===== config.mk =====
export PLATFORM = sky130hd
export DESIGN_NAME = bus_sig_compressor
export DESIGN_NICKNAME = d
export VERILOG_FILES = /design/src/rtl/bsc_pkg.sv /design/src/rtl/bsc_mask.sv /design/src/rtl/bsc_misr.sv /design/src/rtl/bsc_capture.sv /design/src/rtl/bus_sig_compressor.sv
export SDC_FILE = /design/constraint.sdc
export NUM_CORES = 1
export LEC_CHECK = 0
export ABC_AREA = 1
export BUFFER_PORTS_ARGS = -buffer_cell sky130_fd_sc_hd__buf_2
export CORE_MARGIN = 2
export CORE_UTILIZATION = 48
export CTS_CLUSTER_DIAMETER = 100
export DETAILED_ROUTE_END_ITERATION = 7
export GPL_ROUTABILITY_DRIVEN = 0
export PLACE_DENSITY = 0.95
export SYNTH_ARGS = -nofsm -noshare
export SYNTH_HDL_FRONTEND = slang
export SYNTH_SLANG_ARGS = --single-unit
export TNS_END_PERCENT = 50

===== constraint.sdc =====
create_clock -name clk -period 2.5 [get_ports clk]
set_input_delay 0.125 -clock clk [delete_from_list [all_inputs] [get_ports clk]]
set_output_delay 0.125 -clock clk [all_outputs]
set_load 0.02 [all_outputs]

===== src/rtl/bsc_pkg.sv =====
package bsc_pkg;
   typedef enum logic [1:0] {
      ROLE_SOLO = 2'd0,
      ROLE_LOW  = 2'd1,
      ROLE_MID  = 2'd2,
      ROLE_HIGH = 2'd3
   } chain_role_e;

   // bit 1: capture, bit 0: compress
   typedef struct packed {
      logic capture;
      logic compress;
   } run_mode_t;
endpackage


===== src/rtl/bsc_mask.sv =====
module bsc_mask #(
   parameter int W = 16
) (
   input  logic [W-1:0] data,
   input  logic [W-1:0] mask,
   output logic [W-1:0] masked
);
   generate
      if (W < 1) begin : g_bad_w
         $error("bsc_mask: W must be positive");
      end
      for (genvar i = 0; i < W; i++) begin : g_bit
         assign masked[i] = data[i] & ~mask[i];
      end
   endgenerate
endmodule


===== src/rtl/bsc_misr.sv =====
module bsc_misr #(
   parameter int                    W    = 16,
   parameter logic [W-1:0]          POLY = 16'h100B,
   parameter bsc_pkg::chain_role_e  ROLE = bsc_pkg::ROLE_SOLO
) (
   input  logic         clk,
   input  logic         rst_n,
   input  logic         clr,
   input  logic         shift,
   input  logic [W-1:0] din,
   input  logic         chain_in,
   output logic [W-1:0] sig,
   output logic         chain_out,
   output logic         chain_oe
);
   import bsc_pkg::*;

   localparam bit TAKES_IN   = (ROLE == ROLE_MID) || (ROLE == ROLE_HIGH);
   localparam bit DRIVES_OUT = (ROLE == ROLE_MID) || (ROLE == ROLE_LOW);

   generate
      if (W < 2) begin : g_bad_w
         $error("bsc_misr: W must be at least 2");
      end
      if (POLY[0] != 1'b1) begin : g_bad_poly
         $error("bsc_misr: polynomial must include the constant term");
      end
   endgenerate

   logic [W-1:0] sig_q;
   logic [W-1:0] sig_d;
   logic         fb;

   assign fb    = TAKES_IN ? chain_in : sig_q[W-1];
   assign sig_d = {sig_q[W-2:0], 1'b0} ^ ({W{fb}} & POLY) ^ din;

   always_ff @(posedge clk or negedge rst_n) begin
      if (!rst_n)      sig_q <= '0;
      else if (clr)    sig_q <= '0;
      else if (shift)  sig_q <= sig_d;
   end

   assign sig = sig_q;

   generate
      if (DRIVES_OUT) begin : g_drive
         assign chain_out = sig_q[W-1];
         assign chain_oe  = 1'b1;
      end else begin : g_quiet
         assign chain_out = 1'b0;
         assign chain_oe  = 1'b0;
      end
   endgenerate

   a_r4_hold: assert property (@(posedge clk) disable iff (!rst_n)
      (!clr && !shift) |=> $stable(sig_q));

   a_r8_clear: assert property (@(posedge clk) disable iff (!rst_n)
      clr |=> (sig_q == '0));
endmodule


===== src/rtl/bsc_capture.sv =====
module bsc_capture #(
   parameter int W     = 16,
   parameter int DEPTH = 1024
) (
   input  logic                     clk,
   input  logic                     rst_n,
   input  logic                     clr,
   input  logic                     wr,
   input  logic [W-1:0]             din,
   output logic                     we,
   output logic [$clog2(DEPTH)-1:0] addr,
   output logic [W-1:0]             wdata,
   output logic                     full
);
   localparam int            AW   = $clog2(DEPTH);
   localparam logic [AW-1:0] LAST = AW'(DEPTH - 1);

   generate
      if (DEPTH < 2) begin : g_bad_depth
         $error("bsc_capture: DEPTH must be at least 2");
      end
   endgenerate

   logic [AW-1:0] addr_q;
   logic          full_q;
   logic          at_last;

   assign at_last = (addr_q == LAST);

   always_ff @(posedge clk or negedge rst_n) begin
      if (!rst_n) begin
         addr_q <= '0;
         full_q <= 1'b0;
      end else if (clr) begin
         addr_q <= '0;
         full_q <= 1'b0;
      end else if (wr) begin
         if (at_last) begin
            addr_q <= '0;
            full_q <= 1'b1;
         end else begin
            addr_q <= addr_q + 1'b1;
         end
      end
   end

   assign we    = wr;
   assign addr  = addr_q;
   assign wdata = din;
   assign full  = full_q;

   a_r6_step: assert property (@(posedge clk) disable iff (!rst_n)
      (wr && !clr && !at_last) |=> (addr_q == $past(addr_q) + 1'b1));

   a_r7_wrap: assert property (@(posedge clk) disable iff (!rst_n)
      (wr && !clr && at_last) |=> (full_q && addr_q == '0));

   a_r7_sticky: assert property (@(posedge clk) disable iff (!rst_n)
      (full_q && !clr) |=> full_q);

   a_r4_idle: assert property (@(posedge clk) disable iff (!rst_n)
      (!wr && !clr) |=> $stable(addr_q));
endmodule


===== src/rtl/bus_sig_compressor.sv =====
module bus_sig_compressor #(
   parameter int                   W     = 16,
   parameter int                   DEPTH = 1024,
   parameter logic [W-1:0]         POLY  = 16'h100B,
   parameter bsc_pkg::chain_role_e ROLE  = bsc_pkg::ROLE_SOLO
) (
   input  logic                     clk,
   input  logic                     rst_n,
   input  logic                     clr,
   input  logic                     run,
   input  logic [1:0]               mode,
   input  logic [W-1:0]             bus_data,
   input  logic [W-1:0]             bus_mask,
   input  logic                     chain_in,
   output logic                     chain_out,
   output logic                     chain_oe,
   output logic [W-1:0]             signature,
   output logic                     cap_we,
   output logic [$clog2(DEPTH)-1:0] cap_addr,
   output logic [W-1:0]             cap_data,
   output logic                     cap_full
);
   import bsc_pkg::*;

   run_mode_t    mode_s;
   logic [W-1:0] masked;
   logic         do_shift;
   logic         do_write;

   assign mode_s   = run_mode_t'(mode);
   assign do_shift = run & mode_s.compress;
   assign do_write = run & mode_s.capture;

   bsc_mask #(.W(W)) u_mask (
      .data   (bus_data),
      .mask   (bus_mask),
      .masked (masked)
   );

   bsc_misr #(.W(W), .POLY(POLY), .ROLE(ROLE)) u_misr (
      .clk       (clk),
      .rst_n     (rst_n),
      .clr       (clr),
      .shift     (do_shift),
      .din       (masked),
      .chain_in  (chain_in),
      .sig       (signature),
      .chain_out (chain_out),
      .chain_oe  (chain_oe)
   );

   bsc_capture #(.W(W), .DEPTH(DEPTH)) u_cap (
      .clk   (clk),
      .rst_n (rst_n),
      .clr   (clr),
      .wr    (do_write),
      .din   (masked),
      .we    (cap_we),
      .addr  (cap_addr),
      .wdata (cap_data),
      .full  (cap_full)
   );

   a_r3_mask_out: assert property (@(posedge clk) disable iff (!rst_n)
      cap_we |-> ((cap_data & bus_mask) == '0));

   a_r4_no_write: assert property (@(posedge clk) disable iff (!rst_n)
      !run |-> !cap_we);
endmodule


## Yosys cells after proc, flatten, opt, wreduce, memory -nomap -nowiden

Cells that the tools add are included.
Widths: inputs -> output; s select.

| storage, ports and cells | value |
|---|---|
| flip-flop bits (word level) | 27 |
| bits of input ports | 39 |
| output and inout port bits | 46 |
| word-level logic and storage cells | 53 |

| operators by class | value |
|---|---|
| bitwise logic cells | 36 |
| equal/unequal tests | 1 |
| reduce and logical (&&, ||, !) cells | 4 |
| add/sub/neg operators | 1 |
| mux-type cells | 8 |

Operators with widths:

| cell | number |
|---|---|
| $mux 16 | 2 |
| $mux 10 | 3 |
| $and 1x1->1 | 18 |
| $not 1->1 | 16 |
| $xor 16x13->16 | 1 |
| $xor 16x16->16 | 1 |
| $add 10x1->10 const B | 1 |
| $eq 10x10->1 const B | 1 |
| $reduce_bool 2->1 | 3 |
| $mux 1 | 3 |
| $reduce_and 2->1 | 1 |

## Depth between registers and ports, before layout

| depth | value |
|---|---|
| depth in word-level cells | 5 |
| mapped depth | 7 |

## Hierarchy

Synthesis repeated with hierarchy kept, for this count alone.

| second synthesis, totals | value |
|---|---|
| cell total of the unflattened synthesis | 226 |
| area total of the unflattened synthesis | 1840.5 um^2 |

Modules (own cells, without submodules):

| module | cells an instance | times used | area an instance (um^2) |
|---|---|---|---|
| bsc_misr | 93 | 1 | 870.8 |
| bsc_capture | 97 | 1 | 794.5 |
| bsc_mask | 32 | 1 | 160.2 |
| bus_sig_compressor | 4 | 1 | 15.0 |

## Worst setup path after synthesis

OpenSTA, ideal clock, no wires.

| timing | value |
|---|---|
| kind | flip-flop to flip-flop |
| start | register u_cap.addr_q[1] (netlist: u_cap.addr[1]) |
| end | register u_cap.addr_q[3] (netlist: u_cap.addr[3]) |
| setup time | 0.120 ns |
| cell stages (with the launch flop) | 7 |
| arrival time | 1.214 ns |
| slack | 1.166 ns |
| period minus slack after synthesis | 1.334 ns |
| data required time | 2.380 ns |
| cells stage by stage | dfrtp_1 ha_1 nand2_1 nor2_1 nand4_1 nand2_2 nor2_1 |

| between the ends | value |
|---|---|
| word-level cells in the longest chain between the ends | 4 |
| elaborated cells between the ends (all ways) | 5 |

Ends and longest elaborated chain:

| element | line | RTL |
|---|---|---|
| from (decl) | bsc_capture.sv:24 | `logic [AW-1:0] addr_q;` |
| from (signal assigned) | bsc_capture.sv:42 | `addr_q <= addr_q + 1'b1;` |
| $add 10x1->10 / $eq 10x10->1 (equally long branches) | bsc_capture.sv:42, bsc_capture.sv:28 |  |
| $mux 10 * | bsc_capture.sv:38 | `if (at_last) begin` |
| $mux 10 * | bsc_capture.sv:37 | `end else if (wr) begin` |
| $mux 10 * | bsc_capture.sv:34 | `end else if (clr) begin` |

Mark *: on every way between the ends. The rest lies on a longest branch, timed or not. The select of a mux whose other input is x is not followed.
A chain may end at the register's enable or synchronous reset.

## Final worst setup path

Ends and elaborated chain as after synthesis.

==> flow_summary.toml <==
[setup_path]
max_stage_delay_ns = 0.42
startpoint = "u_cap.addr[1]"
worstPathMaxFanout = 7
r2r_slack_ns = 1.09
cpLargestDelayFamily = "simple AND/OR/NAND/NOR gates"
endpoint_kind = "flip-flop"
critPathRequiredTime_ns = 2.73
critPathBufInv = 0
slowest_stage = "dfrtp_1"
start_kind = "flip-flop"
r2r_cells = 6
reg2reg_from = "u_cap.addr[1]"
critPathKind = "reg2reg"
crit_top_cell = "nor2_1"
worst_r2r_endpoint = "u_cap.addr[3]"
crit_cells = 6
crit_arrival_ns = 1.64
crit_end = "u_cap.addr[3]"
path_cells = "ha_1 > nand2_1 > nor2_1 > nand4_1 > nand2_2 > nor2_1"

[grt]
gr-total-overflow = 0
track_usage = 0.196
grt_pass1_vias = 1366
grt_antenna_before_repair = 0
grt_pass1_wl_mm = 5.51
grt_max_degree = 28

[timing]
worst_hold_slack_ns = 0.0421
drv_slew = 0
fin_crit_sh = 0.564
slew_headroom = 0.605
skew_ns = 0.00418
rsz0062_at_grt = "no"
max_freq_mhz = 709
setup_viol = 0
fin_tns_setup_ns = 0
period_minus_slack_ns = 1.41
tightest_slew_ns = 0.593
setup_ws_ns = 1.09
hold_viol = 0

[power_and_ir_drop]
power.density_nw_per_um2 = 401
clock_power_share = 0.227
power.switching_uw = 247
swShare = 0.302
leakage_nw = 1.18
internal_power_uw = 570
p_seq_frac = 0.564
ir_drop_mv = 0.370
power.share.combinational = 0.209

[logic_synthesis]
synth.distinct_cells = 24
synth-xor-area-share = 0.0390
yosysSeqAreaShare = 0.430
ys_ff_latch = 27
syn_area_um2 = 1570
muxShareOfSynthArea = 0
yosys.area_share.simple = 0.361
synthAdderAreaFrac = 0.00796
synth_compound_area_frac = 0.0684
syn_avg_cell_area_um2 = 7.18
yosysWarnings = 0
synth_top_family_by_area = "simple AND/OR/NAND/NOR gates"
synthesis.instances = 219

[detailed_routing]
vias_per_cell = 4.61
dr.pass1.iters = 4
drt_iter0_markers = 91
ant_nets = 0
routed-via-count = 1590
routed_wl_mm = 3.66
drc = 0
wl_per_cell_um = 10.6

[finish]
fin_nets = 342
fillers = 279
final_util = 0.661
layout_common_cells = "81 x buf_2, 64 x nand2_1, 42 x nor2_1, 27 x dfrtp_1, 26 x inv_1"
diodes = 0
syn_to_final_growth_pct = 29.4
drive_above_1_share = 0.322
mostFrequentLayoutCell = "buf_2"

[placement]
pre_cts_slack_ns = 1.12
dp_hpwl_mm = 2.88
io_buffers = 81

[job]
maxCapViolCount = 0

[floorplanning]
rows = 20
die_w_um = 61.2
die-area_um2 = 3750
pin_count = 85
start_util = 0.511
die_height_um = 61.2
core_area_um2 = 3080

[clocking]
cts_tree = "yes"
clk_pin_slew_ns = 0.14
cts_root_buffer = "clkbuf_4"
htreeDepth = 1
clock-sinks = 27
clock_latency_ns = 0.32
postCtsSetupRepairBufs = 0
numCtsBuffers = 3
clockBufferDepth = 2

[min_path]
worstHoldPathType = "in2reg"

[run_status]
status = "finished clean"
[cell type report]
class,count,area (um^2),share of cell area
Multi-Input combinational cell,160,757,0.372
Sequential cell,27,676,0.332
Clock inverter,1,5.00,0.00246
Timing Repair Buffer,82,415,0.204
Inverter,28,105,0.0516
Tap cell,44,55.1,0.0270
Clock buffer,3,22.5,0.0111
[power by group through the flow]
stage / Clock (mW) / Sequential, mW / Combinational [mW]
5_1_grt: 0.213 / 0.463 / 0.189
2_1_floorplan: 0 / 0.482 / 0.0869
3_5_place_dp: 0 / 0.469 / 0.171
4_1_cts: 0.194 / 0.461 / 0.173
6_report: 0.185 / 0.461 / 0.171
3_3_place_gp: 0 / 0.468 / 0.165
[worst min path at each step]
| stage | cells after the start | end | startpoint | slack, ns |
|---|---|---|---|---|
| 2_1_floorplan | 0 | u_cap.addr[0] | rst_n | -0.17 |
| 3_3_place_gp | 1 | u_cap.addr[5] | rst_n | 0.16 |
| 3_5_place_dp | 1 | u_cap.addr[2] | rst_n | 0.16 |
| 4_1_cts | 2 | u_cap.full | clr | 0.03 |
| 5_1_grt | 2 | u_cap.full | clr | 0.02 |
| 6_report | 2 | u_cap.full | clr | 0.04 |
[cells in the mapped netlist (all sizes together)]
library cell  count  area share
ha                1      0.0080
nor2             46        0.13
nand2b            3       0.012
dfrtp            27        0.43
nand3            11       0.035
buf               5       0.025
o21ai            19       0.065
inv              28       0.067
xnor2             3       0.017
nand4             2      0.0080
a21oi             1      0.0032
conb              1      0.0024
nand2            68        0.18
xor2              4       0.022
[flip-flops by register name, summed over array words and instances, names as in the netlist]
register    count
u_cap.full      1
u_cap.addr     10
u_misr.sig     16
[per-layer routing]
layer,up-vias,share of wire,track usage
met3,4,0.063,0.0462
met4,0,0.0077,0.0497
met1,701,0.42,0.228
li1,828,-,-
met2,57,0.51,0.362
met5,-,0,0
[timing repair]
action                                 in CTS  in global routing
endpoints found under the hold margin      27                  0
hold buffers                                1                  0
gates resized for setup                     0                  0
[kinds of logic (layout without fill, tap and decap cells)]
kind of cell	count (synthesis)	count (layout)
xor gates and xnor gates	7	7
buffers and inverters	33	114
AOI/OAI and AO/OA	20	20
and+or+nand+nor	130	130
other	1	2
adders and majority gates	1	1
DFF	27	27
[metrics by stage]
stage                     power [mW]  area, um^2  std cells
after floorplan                0.569        1580        220
after CTS                      0.828        2040        345
final                          0.817        2040        345
after global routing           0.865        2040        345
after detailed placement       0.640        2000        340
after global placement         0.634        2000        340
Power figures use the tool's default switching activity.
